<file path="src/rtl/bcs_pkg.sv">
package bcs_pkg;
    // reference cycles per codec clock period
    parameter int unsigned REF_DIV  = 32;
    // codec clock periods per train
    parameter int unsigned PERIODS  = 16;

    localparam int unsigned PH_W     = $clog2(REF_DIV);
    localparam int unsigned PER_W    = $clog2(PERIODS);
    localparam int unsigned WORD_W   = PERIODS / 2;
    localparam int unsigned HALF_DIV = REF_DIV / 2;

    typedef struct packed {
        logic             active;
        logic             pend;
        logic             blk;
        logic [PH_W-1:0]  phase;
        logic [PER_W-1:0] period;
    } timer_t;

    typedef struct packed {
        logic [WORD_W-1:0] sh;
    } txs_t;

    typedef struct packed {
        logic [WORD_W-1:0] sh;
        logic [WORD_W-1:0] word;
        logic              valid;
    } rxs_t;
endpackage

</file>
<file path="src/rtl/bcs_timer.sv">
module bcs_timer
    import bcs_pkg::*;
(
    input  logic             clk,
    input  logic             rst_n,
    input  logic             burst_done,
    input  logic             free_run,
    output logic             active_o,
    output logic [PH_W-1:0]  phase_o,
    output logic [PER_W-1:0] period_o,
    output logic             load_o,
    output logic             shift_o
);
    timer_t s_q, s_d;
    logic   boundary, last, fr_en, start;

    always_comb begin
        boundary = s_q.active && (s_q.phase == PH_W'(REF_DIV - 1));
        last     = boundary && (s_q.period == PER_W'(PERIODS - 1));
        fr_en    = free_run && !s_q.blk;
        start    = (!s_q.active && (burst_done || fr_en))
                 || (boundary && (s_q.pend || burst_done))
                 || (last && fr_en);

        s_d     = s_q;
        s_d.blk = free_run && (s_q.blk || burst_done);
        if (start) begin
            s_d.active = 1'b1;
            s_d.pend   = 1'b0;
            s_d.phase  = '0;
            s_d.period = '0;
        end else if (s_q.active) begin
            s_d.pend = s_q.pend || burst_done;
            if (boundary) begin
                s_d.phase  = '0;
                s_d.period = s_q.period + 1'b1;
                if (last) begin
                    s_d.active = 1'b0;
                end
            end else begin
                s_d.phase = s_q.phase + 1'b1;
            end
        end
    end

    always_ff @(posedge clk) begin
        if (!rst_n) begin
            s_q <= '0;
        end else begin
            s_q <= s_d;
        end
    end

    assign active_o = s_q.active;
    assign phase_o  = s_q.phase;
    assign period_o = s_q.period;
    assign load_o   = start;
    assign shift_o  = boundary && !start;
endmodule

</file>
<file path="src/rtl/bcs_tx_shift.sv">
module bcs_tx_shift
    import bcs_pkg::*;
(
    input  logic              clk,
    input  logic              rst_n,
    input  logic              load,
    input  logic              shift,
    input  logic [WORD_W-1:0] word_i,
    output logic              msb_o
);
    txs_t s_q, s_d;

    always_comb begin
        s_d = s_q;
        if (load) begin
            s_d.sh = word_i;
        end else if (shift) begin
            s_d.sh = {s_q.sh[WORD_W-2:0], 1'b0};
        end
    end

    always_ff @(posedge clk) begin
        if (!rst_n) begin
            s_q <= '0;
        end else begin
            s_q <= s_d;
        end
    end

    assign msb_o = s_q.sh[WORD_W-1];
endmodule

</file>
<file path="src/rtl/bcs_rx_shift.sv">
module bcs_rx_shift
    import bcs_pkg::*;
(
    input  logic              clk,
    input  logic              rst_n,
    input  logic              sample,
    input  logic              last,
    input  logic              bit_i,
    output logic [WORD_W-1:0] word_o,
    output logic              valid_o
);
    rxs_t s_q, s_d;

    always_comb begin
        s_d       = s_q;
        s_d.valid = 1'b0;
        if (sample) begin
            s_d.sh = {s_q.sh[WORD_W-2:0], bit_i};
            if (last) begin
                s_d.word  = {s_q.sh[WORD_W-2:0], bit_i};
                s_d.valid = 1'b1;
            end
        end
    end

    always_ff @(posedge clk) begin
        if (!rst_n) begin
            s_q <= '0;
        end else begin
            s_q <= s_d;
        end
    end

    assign word_o  = s_q.word;
    assign valid_o = s_q.valid;
endmodule

</file>
<file path="src/rtl/burst_codec_clk.sv">
module burst_codec_clk
    import bcs_pkg::*;
(
    input  logic              clk,
    input  logic              rst_n,
    input  logic              burst_done,
    input  logic              free_run,
    input  logic              loop_n,
    input  logic [WORD_W-1:0] tx_word,
    input  logic              rx_data,
    output logic              cdc_clk,
    output logic              tx_en,
    output logic              rx_en,
    output logic              tx_data,
    output logic              tx_oe,
    output logic [WORD_W-1:0] rx_word,
    output logic              rx_valid
);
    logic             active, load, shift, msb;
    logic [PH_W-1:0]  phase;
    logic [PER_W-1:0] period;
    logic             sample, last_per;

    bcs_timer u_timer (
        .clk        (clk),
        .rst_n      (rst_n),
        .burst_done (burst_done),
        .free_run   (free_run),
        .active_o   (active),
        .phase_o    (phase),
        .period_o   (period),
        .load_o     (load),
        .shift_o    (shift)
    );

    bcs_tx_shift u_tx (
        .clk    (clk),
        .rst_n  (rst_n),
        .load   (load),
        .shift  (shift),
        .word_i (tx_word),
        .msb_o  (msb)
    );

    // capture on the last reference cycle before the codec clock falls
    assign sample   = active && (phase == PH_W'(HALF_DIV - 1))
                   && (period >= PER_W'(WORD_W));
    assign last_per = (period == PER_W'(PERIODS - 1));

    bcs_rx_shift u_rx (
        .clk     (clk),
        .rst_n   (rst_n),
        .sample  (sample),
        .last    (last_per),
        .bit_i   (rx_data),
        .word_o  (rx_word),
        .valid_o (rx_valid)
    );

    assign cdc_clk = active && (phase < PH_W'(HALF_DIV)) && loop_n;
    assign tx_en   = active && (period < PER_W'(WORD_W));
    assign rx_en   = !tx_en;
    assign tx_oe   = tx_en;
    assign tx_data = tx_en && msb;
endmodule

</file>
<file path="config.mk">
export PLATFORM = sky130hd
export DESIGN_NAME = burst_codec_clk
export DESIGN_NICKNAME = d
export VERILOG_FILES = /design/src/rtl/bcs_pkg.sv /design/src/rtl/bcs_timer.sv /design/src/rtl/bcs_tx_shift.sv /design/src/rtl/bcs_rx_shift.sv /design/src/rtl/burst_codec_clk.sv
export SDC_FILE = /design/constraint.sdc
export NUM_CORES = 1
export LEC_CHECK = 0
export BUFFER_PORTS_ARGS = -buffer_cell sky130_fd_sc_hd__buf_2
export CORE_UTILIZATION = 45
export DETAILED_ROUTE_END_ITERATION = 10
export HOLD_SLACK_MARGIN = 0.15
export PLACE_DENSITY = 0.68
export SLEW_MARGIN = 15
export SYNTH_ARGS = -nofsm -noshare
export SYNTH_HDL_FRONTEND = slang
export SYNTH_SLANG_ARGS = --single-unit
</file>
<file path="constraint.sdc">
create_clock -name clk -period 3.04 [get_ports clk]
set_input_delay 0.76 -clock clk [delete_from_list [all_inputs] [get_ports clk]]
set_output_delay 0.76 -clock clk [all_outputs]
set_load 0.02 [all_outputs]
</file>
* Word-level counts from Yosys, hierarchy flattened
Cells that the tools add are included.
Storage, ports and cells: register bits 36, input port bits 14, output and inout port bits 14, logic and storage cells 54
Cells by class: add/sub/neg operators 2, order comparisons 3, eq/ne operators 3, multiplexer cells 8, bitwise gates (word level) 1, reductions and logical operators 28
Operators with widths (number):
- 2-to-1 mux 8 bit | 2
- logical AND 1 bit | 14
- AND reduction 2 bit | 3
- adder 5 x 1 -> 5 bit, second input constant | 1
- == test 5 x 4 -> 1 bit, second input constant | 1
- == test 5 bit, second input constant | 1
- logical OR 1 bit | 5
- < comparator 5 bit, second input constant | 1
- 2-to-1 mux 5 bit | 1
- adder 4 x 1 -> 4 bit, second input constant | 1
- == test 4 bit, second input constant | 1
- greater-or-equal comparator 4 bit, second input constant | 1
- logical NOT 1 bit | 4
- < comparator 4 bit, second input constant | 1
- 2-to-1 mux 2 bit | 2
- 2-to-1 mux 1 bit | 3
- nonzero test 2 bit | 1
- OR reduction 2 bit | 1
- NOT 1 bit | 1

* Longest topological paths before layout
depth in word-level cells 10, gate-level depth with buffers 10, depth with buffers taken out 7

* Hierarchy
A second synthesis with hierarchy kept.
Unflattened totals: cells, all modules 190, area total of the unflattened synthesis 1873.0 µm²
Modules (own cells, without submodules):
- bcs_rx_shift | instances 1, cells each 70, area each 719.4 µm², sequential area each 320.3 µm²
- bcs_timer | instances 1, cells each 76, area each 666.9 µm², sequential area each 240.2 µm²
- bcs_tx_shift | instances 1, cells each 35, area each 419.2 µm², sequential area each 160.2 µm²
- burst_codec_clk | instances 1, cells each 9, area each 67.6 µm², sequential area each 0.0 µm²

* Worst setup path before layout
OpenSTA, ideal clock, no wires.
kind reg-to-reg, from register u_timer.s_q (netlist bit u_timer.phase_o[0]), to register u_tx.s_q[1] (netlist bit), setup time 0.116 ns, data arrival time 1.907 ns, required time 2.924 ns, path slack 1.017 ns, cell stages (with the launch flop) 11, path buffers 3, clock period less this slack 2.023 ns, cells stage by stage dfxtp_1 -> ha_1 -> and3_1 -> ha_1 -> buf_2 -> nand3_1 -> or3_1 -> buf_6 -> and2_4 -> buf_6 -> o211a_1
Between the ends: cells in the longest elaborated chain, start to end 8, elaborated cells between the ends (all ways) 11, classes of those cells eq/ne (1); mux (1); reduce/logical (9)
Ends and longest elaborated chain:
- start: declaration | RTL line bcs_timer.sv:14 | timer_t s_q, s_d;
- start signal: assignment | RTL line bcs_timer.sv:48 | s_q <= '0;
- start signal: assignment | RTL line bcs_timer.sv:50 | s_q <= s_d;
- == test 5 bit (*) | RTL line bcs_timer.sv:18 | boundary = s_q.active && (s_q.phase == PH_W'(REF_DIV - 1));
- logical AND 1 bit (*) | RTL line bcs_timer.sv:18
- logical AND 1 bit (on tied branches) | RTL line bcs_timer.sv:22, bcs_timer.sv:19
- logical OR 1 bit / logical AND 1 bit (equally long branches) | RTL line bcs_timer.sv:22, bcs_timer.sv:23
- logical OR 1 bit | RTL line bcs_timer.sv:23 | || (last && fr_en);
- logical NOT 1 bit | RTL line bcs_timer.sv:58 | assign shift_o = boundary && !start;
- logical AND 1 bit | RTL line bcs_timer.sv:58
- nonzero test 2 bit (no source line)
- end signal: assignment | RTL line bcs_tx_shift.sv:24 | s_q <= '0;
- end signal: assignment | RTL line bcs_tx_shift.sv:26 | s_q <= s_d;
- end: declaration | RTL line bcs_tx_shift.sv:11 | txs_t s_q, s_d;
Mark *: on every way between the ends. The rest lies on a longest branch, timed or not. A chain may end at the register's enable or synchronous reset.

* Worst setup path after layout
from register u_timer.s_q (netlist bit u_timer.phase_o[0]), to register u_rx.s_q (netlist bit u_rx.word_o[2])
Between the ends: cells in the longest elaborated chain, start to end 4
Ends and longest elaborated chain:
- == test 5 x 4 -> 1 bit | RTL line burst_codec_clk.sv:46 | assign sample = active && (phase == PH_W'(HALF_DIV - 1))
- logical AND 1 bit | RTL line burst_codec_clk.sv:46
- logical AND 1 bit | RTL line burst_codec_clk.sv:47 | && (period >= PER_W'(WORD_W));
- AND reduction 2 bit (no source line)
- end signal: assignment | RTL line bcs_rx_shift.sv:28 | s_q <= '0;
- end signal: assignment | RTL line bcs_rx_shift.sv:30 | s_q <= s_d;
- end: declaration | RTL line bcs_rx_shift.sv:12 | rxs_t s_q, s_d;
Every way passes these cells.

==> results_dict.tcl <==
set metrics [dict create \
    cp-start-kind "flop" \
    fin_crit_sh 0.737 \
    htreeDepth 2 \
    r2r.worst_path.cells 7 \
    rr_startpoint "u_timer.phase_o[0]" \
    dp_hpwl_um 1960 \
    layout-drive-gt1-share 0.192 \
    period_minus_slack_ns 2.24 \
    die_w_um 62.6 \
    slew_headroom 0.617 \
    portBuffers 27 \
    root_buffer "clkbuf_4" \
    ys_async_sr_fraction 0 \
    grt_usage 0.160 \
    rows 21 \
    drtIter0Drc 34 \
    outcome "completed" \
    die-area_um2 3920 \
    clockBufferDepth 2 \
    fin_skew_ns 0.00462 \
    fin_util 0.525 \
    wire_per_inst_um 11.6 \
    worst_hold_path.num_cells 2 \
    yosysSeqAreaShare 0.436 \
    area_growth_pct 8.64 \
    rsz0062_at_grt "no" \
    hold_class "flop to flop" \
    antenna_cells 0 \
    cts-resized-gates 0 \
    cp.required_ns 3.28 \
    fmax_mhz 446 \
    first_pass_iters 4 \
    place.gp.congestion 0.796 \
    ys_top_cells_by_area "dfxtp_1 (44%), mux2i_1 (9.7%), nor2b_1 (5.7%)" \
    synth-edff-count 0 \
    cts_tree "yes" \
    drv_slew 0 \
    synth_flop_cell "dfxtp_1" \
    clk_pin_slew_worst_paths_ns 0.11 \
    initial_core_util 0.484 \
    ys_types 29 \
    via_per_inst 4.96 \
    setup_viol 0 \
    syn-num-nets 196 \
    synth_top_area_frac 0.436 \
    power.density_nw_per_um2 505 \
    vias 1185 \
    core_area_um2 3420 \
    antenna_found_initial 0 \
    r2r_slack_ns 0.80 \
    cp_max_fo 9 \
    cts_buffers 5 \
    post_cts_buffers 0 \
    drc 0 \
    fp.dieH_um 62.6 \
    yosysTopAreaCell "dfxtp_1" \
    layout_commonest_cell "dfxtp_1" \
    grt_max_degree 30 \
    crit_path_end_kind "flop" \
    p_leak_nw 0.826 \
    ios 28 \
    netlist_area_um2 1650 \
    clock-sinks 36 \
    clkLatencyLatePin_ns 0.33 \
    setup_tns_ns 0 \
    syn_area_per_cell_um2 9.33 \
    drtAntennaViolNets 0 \
    hold_path_startpoint "u_timer.s_q[10]" \
    synth_cells 177 \
    nets 211 \
    ys_seq_elements 36 \
    ir_worst_vdd_mv 0.283 \
    max_cap_viol_count 0 \
    worst_pin_slew_ns 0.572 \
    cp-startpoint "u_timer.phase_o[0]" \
    final_cell_mix "dfxtp_1 (36), buf_2 (27), nand2_1 (22)" \
    grt-ovfl-total 0 \
    wirelength_um 2780 \
    cp.arrival_ns 2.48 \
    path_class "flop to flop" \
    hold_viol 0 \
    ctsHoldBuffers 0 \
    yosys_warnings 0 \
    grt_pass1_wl_um 4910 \
    grt_pass1_vias 1112 \
]
==> where the power goes <==
group | internal, mW | switching [mW] | total (mW)
registers | 0.487 | 0.0109 | 0.497
logic | 0.0372 | 0.0450 | 0.0822
clock network | 0.172 | 0.154 | 0.326
total | 0.696 | 0.210 | 0.906
==> synthesized netlist by cell type, types with 2 or more instances <==
cell,n
a21oi_1,5
nand3_1,4
and3_1,2
and2_1,3
inv_1,5
nor2_1,9
buf_6,2
nand2b_1,2
mux2i_1,16
buf_2,5
nor3_1,4
nand2_1,22
o211a_1,8
xor2_1,4
nor2b_1,15
buf_4,9
clkbuf_1,3
nand4_1,9
dfxtp_1,36
ha_1,5
==> cells by family after synthesis <==
group                      share of synthesized area
adders and majority gates                     0.0379
buffers and inverters                         0.0879
xor gates and xnor gates                      0.0265
DFF                                            0.436
muxes                                         0.0970
and+or+nand+nor                                0.232
AOI/OAI and AO/OA                             0.0826
==> path summary, 6_finish.rpt <==
path                      to
max           u_rx.word_o[2]
min          u_timer.s_q[10]
max reg2reg   u_rx.word_o[2]
min reg2reg  u_timer.s_q[10]
==> stage by stage <==
step	instances	hold slack (ns)	worst slack, ns	area (um^2)	power [mW]
floorplan	177	0.432	1.02	1650	0.573
detailed placement	231	0.455	0.808	1720	0.591
global route	239	0.511	0.648	1790	0.950
finish	239	0.476	0.800	1790	0.906
CTS	239	0.482	0.789	1790	0.920
global placement	231	0.451	0.894	1720	0.589
==> critical path: stages (launching register included) <==
cell and delay, ns:
dfxtp_1 0.40, ha_1 0.18, and3_1 0.20, ha_1 0.17, nand3_1 0.42, nor2_4 0.48
mux2i_1 0.25, nor2b_1 0.06
==> sequential cells by signal, indices dropped and copies added (netlist names) <==
| signal | count |
|---|---|
| u_rx.s_q | 7 |
| u_rx.valid_o | 1 |
| u_rx.word_o | 8 |
| u_timer.active_o | 1 |
| u_timer.period_o | 4 |
| u_timer.phase_o | 5 |
| u_timer.s_q | 2 |
| u_tx.s_q | 8 |
==> metal layers <==
metal  track usage  wire length, um
met5             0                0
met4        0.0610               44
met1         0.191             1350
met3        0.0584              143
met2         0.260             1240
==> layout make-up <==
type                       instances  area, um^2
inverter                           5        18.8
tap                               46        57.6
sequential                        36         721
multi-input combinational        117         786
clock buffer                       6        41.3
clock inverter                     2        35.0
timing repair buffer              27         135
fill                             332        1620
(Power assumes the default switching activity.)
